File: src/rtl/linebo_pkg.sv
package linebo_pkg;

  typedef enum logic {
    RANGE_LOW  = 1'b0,
    RANGE_HIGH = 1'b1
  } range_e;

  // Qualification is complete when this sample is the limit-th in a row.
  function automatic logic qual_reached(input int unsigned cnt,
                                        input int unsigned limit);
    return (cnt + 1 >= limit);
  endfunction

  // Next run length: zero on a break or on completion, else one more.
  function automatic int unsigned qual_next(input int unsigned cnt,
                                            input int unsigned limit,
                                            input logic        cond);
    if (!cond || qual_reached(cnt, limit))
      return 0;
    return cnt + 1;
  endfunction

  // Lockout down-counter: load on start, otherwise count toward zero.
  function automatic int unsigned lock_next(input int unsigned cnt,
                                            input int unsigned load_val,
                                            input logic        start);
    if (start)
      return load_val;
    if (cnt != 0)
      return cnt - 1;
    return 0;
  endfunction

endpackage

File: src/rtl/linebo_qual.sv
module linebo_qual
  import linebo_pkg::*;
#(
  parameter int unsigned LIMIT = 8
) (
  input  logic clk,
  input  logic rst_n,
  input  logic cond,
  output logic fire
);

  localparam int unsigned CW = (LIMIT < 2) ? 1 : $clog2(LIMIT);

  logic [CW-1:0] run_q;

  assign fire = cond && qual_reached(32'(run_q), LIMIT);

  always_ff @(posedge clk or negedge rst_n) begin
    if (!rst_n)
      run_q <= '0;
    else
      run_q <= CW'(qual_next(32'(run_q), LIMIT, cond));
  end

endmodule

File: src/rtl/linebo_lockout.sv
module linebo_lockout
  import linebo_pkg::*;
#(
  parameter int unsigned LOCK_TICKS = 40
) (
  input  logic clk,
  input  logic rst_n,
  input  logic start,
  output logic locked
);

  generate
    if (LOCK_TICKS == 0) begin : g_none
      logic unused_lock_in;
      assign unused_lock_in = ^{clk, rst_n, start};
      assign locked = 1'b0;
    end else begin : g_count
      localparam int unsigned LW = $clog2(LOCK_TICKS + 1);
      logic [LW-1:0] left_q;

      always_ff @(posedge clk or negedge rst_n) begin
        if (!rst_n)
          left_q <= '0;
        else
          left_q <= LW'(lock_next(32'(left_q), LOCK_TICKS, start));
      end

      assign locked = (left_q != '0);
    end
  endgenerate

endmodule

File: src/rtl/linebo_range.sv
module linebo_range
  import linebo_pkg::*;
#(
  parameter int unsigned HI_FILTER_TICKS = 8,
  parameter int unsigned LO_BLANK_TICKS  = 20,
  parameter int unsigned LOCK_TICKS      = 40
) (
  input  logic clk,
  input  logic rst_n,
  input  logic above_hi,
  input  logic below_lo,
  output logic high_line,
  output logic hi_fire,
  output logic lo_fire,
  output logic locked
);

  range_e state_q;
  logic   up_cond;
  logic   dn_cond;

  assign up_cond = (state_q == RANGE_LOW) && above_hi && !locked;
  assign dn_cond = (state_q == RANGE_HIGH) && below_lo;

  linebo_qual #(.LIMIT(HI_FILTER_TICKS)) u_up_filter (
    .clk   (clk),
    .rst_n (rst_n),
    .cond  (up_cond),
    .fire  (hi_fire)
  );

  linebo_qual #(.LIMIT(LO_BLANK_TICKS)) u_dn_blank (
    .clk   (clk),
    .rst_n (rst_n),
    .cond  (dn_cond),
    .fire  (lo_fire)
  );

  linebo_lockout #(.LOCK_TICKS(LOCK_TICKS)) u_lock (
    .clk    (clk),
    .rst_n  (rst_n),
    .start  (lo_fire),
    .locked (locked)
  );

  always_ff @(posedge clk or negedge rst_n) begin
    if (!rst_n)
      state_q <= RANGE_LOW;
    else if (hi_fire)
      state_q <= RANGE_HIGH;
    else if (lo_fire)
      state_q <= RANGE_LOW;
  end

  assign high_line = (state_q == RANGE_HIGH);

endmodule

File: src/rtl/linebo_brownout.sv
module linebo_brownout
  import linebo_pkg::*;
#(
  parameter int unsigned BO_BLANK_TICKS = 30
) (
  input  logic clk,
  input  logic rst_n,
  input  logic above_bo_start,
  input  logic below_bo_stop,
  output logic line_ok,
  output logic bo_drop
);

  logic ok_q;
  logic drop_cond;

  assign drop_cond = ok_q && below_bo_stop;

  linebo_qual #(.LIMIT(BO_BLANK_TICKS)) u_drop_blank (
    .clk   (clk),
    .rst_n (rst_n),
    .cond  (drop_cond),
    .fire  (bo_drop)
  );

  always_ff @(posedge clk or negedge rst_n) begin
    if (!rst_n)
      ok_q <= 1'b0;
    else if (!ok_q && above_bo_start)
      ok_q <= 1'b1;
    else if (bo_drop)
      ok_q <= 1'b0;
  end

  assign line_ok = ok_q;

endmodule

File: src/rtl/linebo_detector.sv
module linebo_detector #(
  parameter int unsigned HI_FILTER_TICKS = 8,
  parameter int unsigned LO_BLANK_TICKS  = 20,
  parameter int unsigned LOCK_TICKS      = 40,
  parameter int unsigned BO_BLANK_TICKS  = 30
) (
  input  logic clk,
  input  logic rst_n,
  input  logic above_bo_start,
  input  logic below_bo_stop,
  input  logic above_hi,
  input  logic below_lo,
  output logic high_line,
  output logic line_ok
);

  logic hi_fire;
  logic lo_fire;
  logic locked;
  logic bo_drop;

  linebo_range #(
    .HI_FILTER_TICKS (HI_FILTER_TICKS),
    .LO_BLANK_TICKS  (LO_BLANK_TICKS),
    .LOCK_TICKS      (LOCK_TICKS)
  ) u_range (
    .clk       (clk),
    .rst_n     (rst_n),
    .above_hi  (above_hi),
    .below_lo  (below_lo),
    .high_line (high_line),
    .hi_fire   (hi_fire),
    .lo_fire   (lo_fire),
    .locked    (locked)
  );

  linebo_brownout #(
    .BO_BLANK_TICKS (BO_BLANK_TICKS)
  ) u_bo (
    .clk            (clk),
    .rst_n          (rst_n),
    .above_bo_start (above_bo_start),
    .below_bo_stop  (below_bo_stop),
    .line_ok        (line_ok),
    .bo_drop        (bo_drop)
  );

endmodule

File: config.mk
export PLATFORM = sky130hd
export DESIGN_NAME = linebo_detector
export DESIGN_NICKNAME = d
export VERILOG_FILES = /design/src/rtl/linebo_pkg.sv /design/src/rtl/linebo_qual.sv /design/src/rtl/linebo_lockout.sv /design/src/rtl/linebo_range.sv /design/src/rtl/linebo_brownout.sv /design/src/rtl/linebo_detector.sv
export SDC_FILE = /design/constraint.sdc
export NUM_CORES = 1
export LEC_CHECK = 0
export ABC_CLOCK_PERIOD_IN_PS = 2100
export BUFFER_PORTS_ARGS = -buffer_cell sky130_fd_sc_hd__buf_4
export CORE_AREA = 2 2 50 52
export CTS_CLUSTER_DIAMETER = 200
export DETAILED_ROUTE_END_ITERATION = 8
export DIE_AREA = 0 0 52 54
export PLACE_DENSITY = 0.71
export SYNTH_ARGS = -nofsm -noshare
export SYNTH_HDL_FRONTEND = slang
export SYNTH_HIERARCHICAL = 1
export SYNTH_SLANG_ARGS = --single-unit
File: constraint.sdc
create_clock -name clk -period 2.1 [get_ports clk]
set_input_delay 0.315 -clock clk [delete_from_list [all_inputs] [get_ports clk]]
set_output_delay 0.315 -clock clk [all_outputs]
set_load 0.01 [all_outputs]
==> flow_results.xml <==
<?xml version="1.0" encoding="UTF-8"?>
<metrics>
  <group name="sta">
    <metric name="finalMaxSlewViolations" unit="">0</metric>
    <metric name="finalHoldViolations" unit="">0</metric>
    <metric name="finalWorstPathRequiredPeriod" unit="ns">2.029</metric>
    <metric name="slew_headroom" unit="%">64.16</metric>
    <metric name="max_clock_freq" unit="GHz">0.4930</metric>
    <metric name="tightestPinTransition" unit="ns">0.5331</metric>
    <metric name="timing.clock.skew" unit="ns">0.001655</metric>
    <metric name="setup_violations" unit="">0</metric>
    <metric name="final.period_utilization" unit="%">96.60</metric>
    <metric name="setup_ws" unit="ns">0.07143</metric>
  </group>
  <group name="synthesis">
    <metric name="synthDominantCellAreaShare" unit="%">44.97</metric>
    <metric name="yosysMostFrequentCell" unit="">sky130_fd_sc_hd__dfrtp_1</metric>
    <metric name="synthDistinctLibCells" unit="">44</metric>
    <metric name="synth_top_cell_by_area" unit="">sky130_fd_sc_hd__dfrtp_1</metric>
    <metric name="ys.flop_type" unit="">sky130_fd_sc_hd__dfrtp_1</metric>
    <metric name="synth-async-reset-ratio" unit="%">100.0</metric>
    <metric name="ys_ff_latch" unit="">21</metric>
    <metric name="synth_top_cells_by_area" unit="">sky130_fd_sc_hd__dfrtp_1, sky130_fd_sc_hd__ha_1, sky130_fd_sc_hd__inv_1</metric>
    <metric name="synthesis.area_per_instance" unit="um^2">10.43</metric>
    <metric name="synthCells" unit="">112</metric>
    <metric name="syn_area" unit="um^2">1169</metric>
    <metric name="post_synth_most_frequent_cells" unit="">sky130_fd_sc_hd__dfrtp_1, sky130_fd_sc_hd__inv_1, sky130_fd_sc_hd__nand2_1</metric>
    <metric name="synth-seq-area-share" unit="%">44.97</metric>
    <metric name="yosysWarnings" unit="">6</metric>
    <metric name="synthesized_net_count" unit="">124</metric>
    <metric name="count_of_flip_flops_with_a_built_in_enable_after_synthesis" unit="">0</metric>
  </group>
  <group name="final_layout">
    <metric name="areaGrowthSynthToFinish" unit="%">13.81</metric>
    <metric name="layout-drive-gt1-share" unit="%">24.60</metric>
    <metric name="insertedDiodeCount" unit="">0</metric>
    <metric name="nFillCells" unit="">184</metric>
    <metric name="finalNonFillerCells" unit="">156</metric>
    <metric name="design.final.nets" unit="">139</metric>
  </group>
  <group name="route">
    <metric name="route.vias.total" unit="">882</metric>
    <metric name="drt_wl_total" unit="um">2078</metric>
    <metric name="post_drt_wl_per_cell" unit="um">13.32</metric>
    <metric name="ant_nets" unit="">0</metric>
    <metric name="detail_route.drc_violations" unit="">0</metric>
    <metric name="drt_iter0_drc" unit="">16</metric>
    <metric name="vias_per_cell" unit="">5.654</metric>
    <metric name="firstDrtPassIters" unit="">4</metric>
  </group>
  <group name="cts">
    <metric name="clock-root-buffer" unit="">sky130_fd_sc_hd__clkbuf_4</metric>
    <metric name="clock_sink_count" unit="">21</metric>
    <metric name="worst_skew_pair.late_latency" unit="ns">0.31</metric>
    <metric name="cts-htree-levels" unit="">1</metric>
    <metric name="clock_buffer_count_from_cts" unit="">3</metric>
    <metric name="clock_pin_slew_worst_setup_and_hold_paths" unit="ns">0.11</metric>
    <metric name="tritoncts" unit="">done</metric>
    <metric name="cts.path.max_buffers" unit="">2</metric>
  </group>
  <group name="worst_setup_path">
    <metric name="worst_reg2reg_setup_slack" unit="ns">0.07</metric>
    <metric name="critical_r2r_launch" unit="">u_range/u_lock/g_count.left_q[0]$_DFF_PN0_</metric>
    <metric name="path_class" unit="">register to register</metric>
    <metric name="reg2regPathDepth" unit="">7</metric>
    <metric name="worst-endpoint-arrival" unit="ns">2.29</metric>
    <metric name="critical_path_data_required_time" unit="ns">2.36</metric>
    <metric name="critical_path_peak_fanout" unit="">4</metric>
    <metric name="critPathCapture" unit="">u_range/high_line$_DFFE_PN0P_</metric>
    <metric name="critical_path.endpoint_type" unit="">register</metric>
    <metric name="r2r-end" unit="">u_range/high_line$_DFFE_PN0P_</metric>
    <metric name="kind_of_start_point_of_the_critical_path" unit="">register</metric>
    <metric name="crit_path_start" unit="">u_range/u_lock/g_count.left_q[0]$_DFF_PN0_</metric>
  </group>
  <group name="power_and_ir_drop">
    <metric name="intPower" unit="mW">0.5183</metric>
    <metric name="power_leakage" unit="nW">0.6027</metric>
    <metric name="worst_vdd_rail_ir_drop" unit="uV">440.1</metric>
    <metric name="clockPowerShare" unit="%">27.9</metric>
    <metric name="switchingPower" unit="mW">0.1749</metric>
    <metric name="power.combinational.fraction" unit="%">10.1</metric>
    <metric name="power_per_cell_area" unit="nW/um^2">521.2</metric>
    <metric name="reg_power_share" unit="%">62.0</metric>
    <metric name="sw_frac_of_total" unit="%">25.23</metric>
  </group>
  <group name="place">
    <metric name="half_perimeter_wire_length_of_the_detailed_placement_result" unit="um">1491</metric>
    <metric name="preCtsSetupSlack" unit="ns">0.06478</metric>
    <metric name="gpl.final_weighted_congestion" unit="">0.7194</metric>
    <metric name="io_buffers" unit="">7</metric>
    <metric name="place_inst" unit="">150</metric>
  </group>
  <group name="floorplan">
    <metric name="die_outline_width" unit="um">52</metric>
    <metric name="start_util" unit="%">50.38</metric>
    <metric name="ioPinCount" unit="">8</metric>
    <metric name="die_h" unit="um">54</metric>
    <metric name="num_rows" unit="">18</metric>
    <metric name="core_area" unit="um^2">2320</metric>
    <metric name="design.die.area" unit="um^2">2808</metric>
  </group>
  <group name="global_route">
    <metric name="globalRouteMet2Util" unit="%">27.22</metric>
    <metric name="met3_layer_usage_reported_by_global_route" unit="%">3.333</metric>
    <metric name="global_route_usage_over_all_layers" unit="%">17.03</metric>
    <metric name="grt-busiest-layer" unit="">met2</metric>
    <metric name="grt-ovfl-total" unit="">0</metric>
    <metric name="grtUsageMet1" unit="%">20.74</metric>
    <metric name="grt_antenna_before_repair" unit="">0</metric>
    <metric name="wire_length_of_the_first_global_routing_pass" unit="um">3381</metric>
    <metric name="first_global_vias" unit="">808</metric>
    <metric name="grt_max_degree" unit="">22</metric>
  </group>
  <group name="flow_run">
    <metric name="max_cap_violations" unit="">0</metric>
  </group>
  <group name="status">
    <metric name="status" unit="">finished, final reports clean</metric>
  </group>
  <group name="worst_hold_path">
    <metric name="worstHoldPathType" unit="">input port to register</metric>
  </group>
</metrics>
-- critical path, stage by stage (launching register included) --
cell,delay [ns]
sky130_fd_sc_hd__dfrtp_1,0.42
sky130_fd_sc_hd__inv_1,0.07
sky130_fd_sc_hd__ha_2,0.18
sky130_fd_sc_hd__or3b_4,0.39
sky130_fd_sc_hd__or3_4,0.36
sky130_fd_sc_hd__nor3b_4,0.24
sky130_fd_sc_hd__and4_2,0.24
sky130_fd_sc_hd__a21o_1,0.08
-- how the worst min path moves through the flow --
| stage | to | cells after the start | start | slack (ns) |
|---|---|---|---|---|
| 3_5_place_dp | u_range/u_dn_blank/run_q[2]$_DFF_PN0_ | 1 | rst_n | 0.21 |
| 2_1_floorplan | u_bo/line_ok$_DFFE_PN0P_ | 0 | rst_n | 0.02 |
| 3_3_place_gp | u_range/u_dn_blank/run_q[2]$_DFF_PN0_ | 1 | rst_n | 0.22 |
| 5_1_grt | u_bo/line_ok$_DFFE_PN0P_ | 3 | above_bo_start | 0.26 |
| 6_report | u_bo/line_ok$_DFFE_PN0P_ | 3 | above_bo_start | 0.25 |
| 4_1_cts | u_bo/line_ok$_DFFE_PN0P_ | 3 | above_bo_start | 0.24 |
-- registers in the layout, indices dropped and copies added, names as in the netlist --
| name | count |
|---|---|
| u_range/u_up_filter/run_q | 3 |
| u_bo/line_ok | 1 |
| u_range/u_dn_blank/run_q | 5 |
| u_bo/u_drop_blank/run_q | 5 |
| u_range/u_lock/g_count.left_q | 6 |
| u_range/high_line | 1 |
-- kinds of logic (layout without fill, tap and decap cells) --
family                   count (synthesis)  in the layout  synth area share, %
buffers and inverters                    9             23                2.998
flip-flops                              21             21                44.97
AO/OA/AOI/OAI                           25             25                17.24
adder cells (fa/ha/maj)                  6              6                6.424
XOR/XNOR                                 3              3                2.891
AND/OR/NAND/NOR                         48             48                25.48
-- area by class of cell --
class | instances | area [um^2] | share of cell area [%]
Multi-Input combinational cell | 82 | 624.3 | 46.94
Sequential cell | 21 | 525.5 | 39.51
Timing Repair Buffer | 11 | 85.08 | 6.397
Tap cell | 30 | 37.54 | 2.822
Inverter | 8 | 30.03 | 2.258
Clock buffer | 3 | 22.52 | 1.693
Clock inverter | 1 | 5.005 | 0.3763
-- placed cells by master (no fill, tap or decap), types with 2 or more instances in the layout --
| cell type | instances |
|---|---|
| sky130_fd_sc_hd__a21boi_2 | 2 |
| sky130_fd_sc_hd__a21o_1 | 2 |
| sky130_fd_sc_hd__a21oi_1 | 4 |
| sky130_fd_sc_hd__a311oi_1 | 3 |
| sky130_fd_sc_hd__a31oi_1 | 2 |
| sky130_fd_sc_hd__and2_2 | 2 |
| sky130_fd_sc_hd__buf_4 | 10 |
| sky130_fd_sc_hd__clkbuf_4 | 3 |
| sky130_fd_sc_hd__dfrtp_1 | 21 |
| sky130_fd_sc_hd__ha_1 | 5 |
| sky130_fd_sc_hd__inv_1 | 8 |
| sky130_fd_sc_hd__nand2_1 | 8 |
| sky130_fd_sc_hd__nand2b_1 | 2 |
| sky130_fd_sc_hd__nand3_1 | 4 |
| sky130_fd_sc_hd__nand3b_1 | 3 |
| sky130_fd_sc_hd__nand4_1 | 2 |
| sky130_fd_sc_hd__nor2_1 | 7 |
| sky130_fd_sc_hd__nor2b_1 | 3 |
| sky130_fd_sc_hd__nor3_1 | 2 |
| sky130_fd_sc_hd__o21ai_0 | 2 |
| sky130_fd_sc_hd__o21ai_1 | 2 |
| sky130_fd_sc_hd__o31ai_1 | 2 |
| sky130_fd_sc_hd__xnor2_1 | 2 |
-- per-stage QoR --
stage	total power [mW]	util, %	hold slack [ns]	setup TNS [ns]	cell area, um^2
after floorplan	0.4763	-	0.01941	0	1169
after global placement	0.5006	54.69	0.2151	0	1269
after detailed placement	0.5055	54.69	0.2129	0	1269
after CTS	0.7016	56.31	0.2430	0	1306
after global routing	0.7345	57.34	0.2632	-0.0009457	1330
final	0.6932	57.34	0.2490	0	1330
-- power groups by stage --
stage | Combinational, mW | Sequential, mW | Clock, mW
6_report | 0.0699 | 0.430 | 0.193
5_1_grt | 0.0776 | 0.432 | 0.225
4_1_cts | 0.0697 | 0.430 | 0.202
3_5_place_dp | 0.0679 | 0.438 | 0
3_3_place_gp | 0.0644 | 0.436 | 0
2_1_floorplan | 0.0413 | 0.435 | 0
-- per-layer routing --
metal,share of wire [%],vias to the layer above
li1,-,432
met3,2.7,5
met2,50,23
met1,45,422
met4,2.6,0
met5,0,-
-- timing repair --
item                       4_1_cts  5_1_grt
setup buffers                    0        1
resized for setup                0        4
setup endpoints to repair        0        2
hold buffers                     1        0
hold endpoints to repair        21        0
Note: power is estimated with default switching activity, not from simulation.
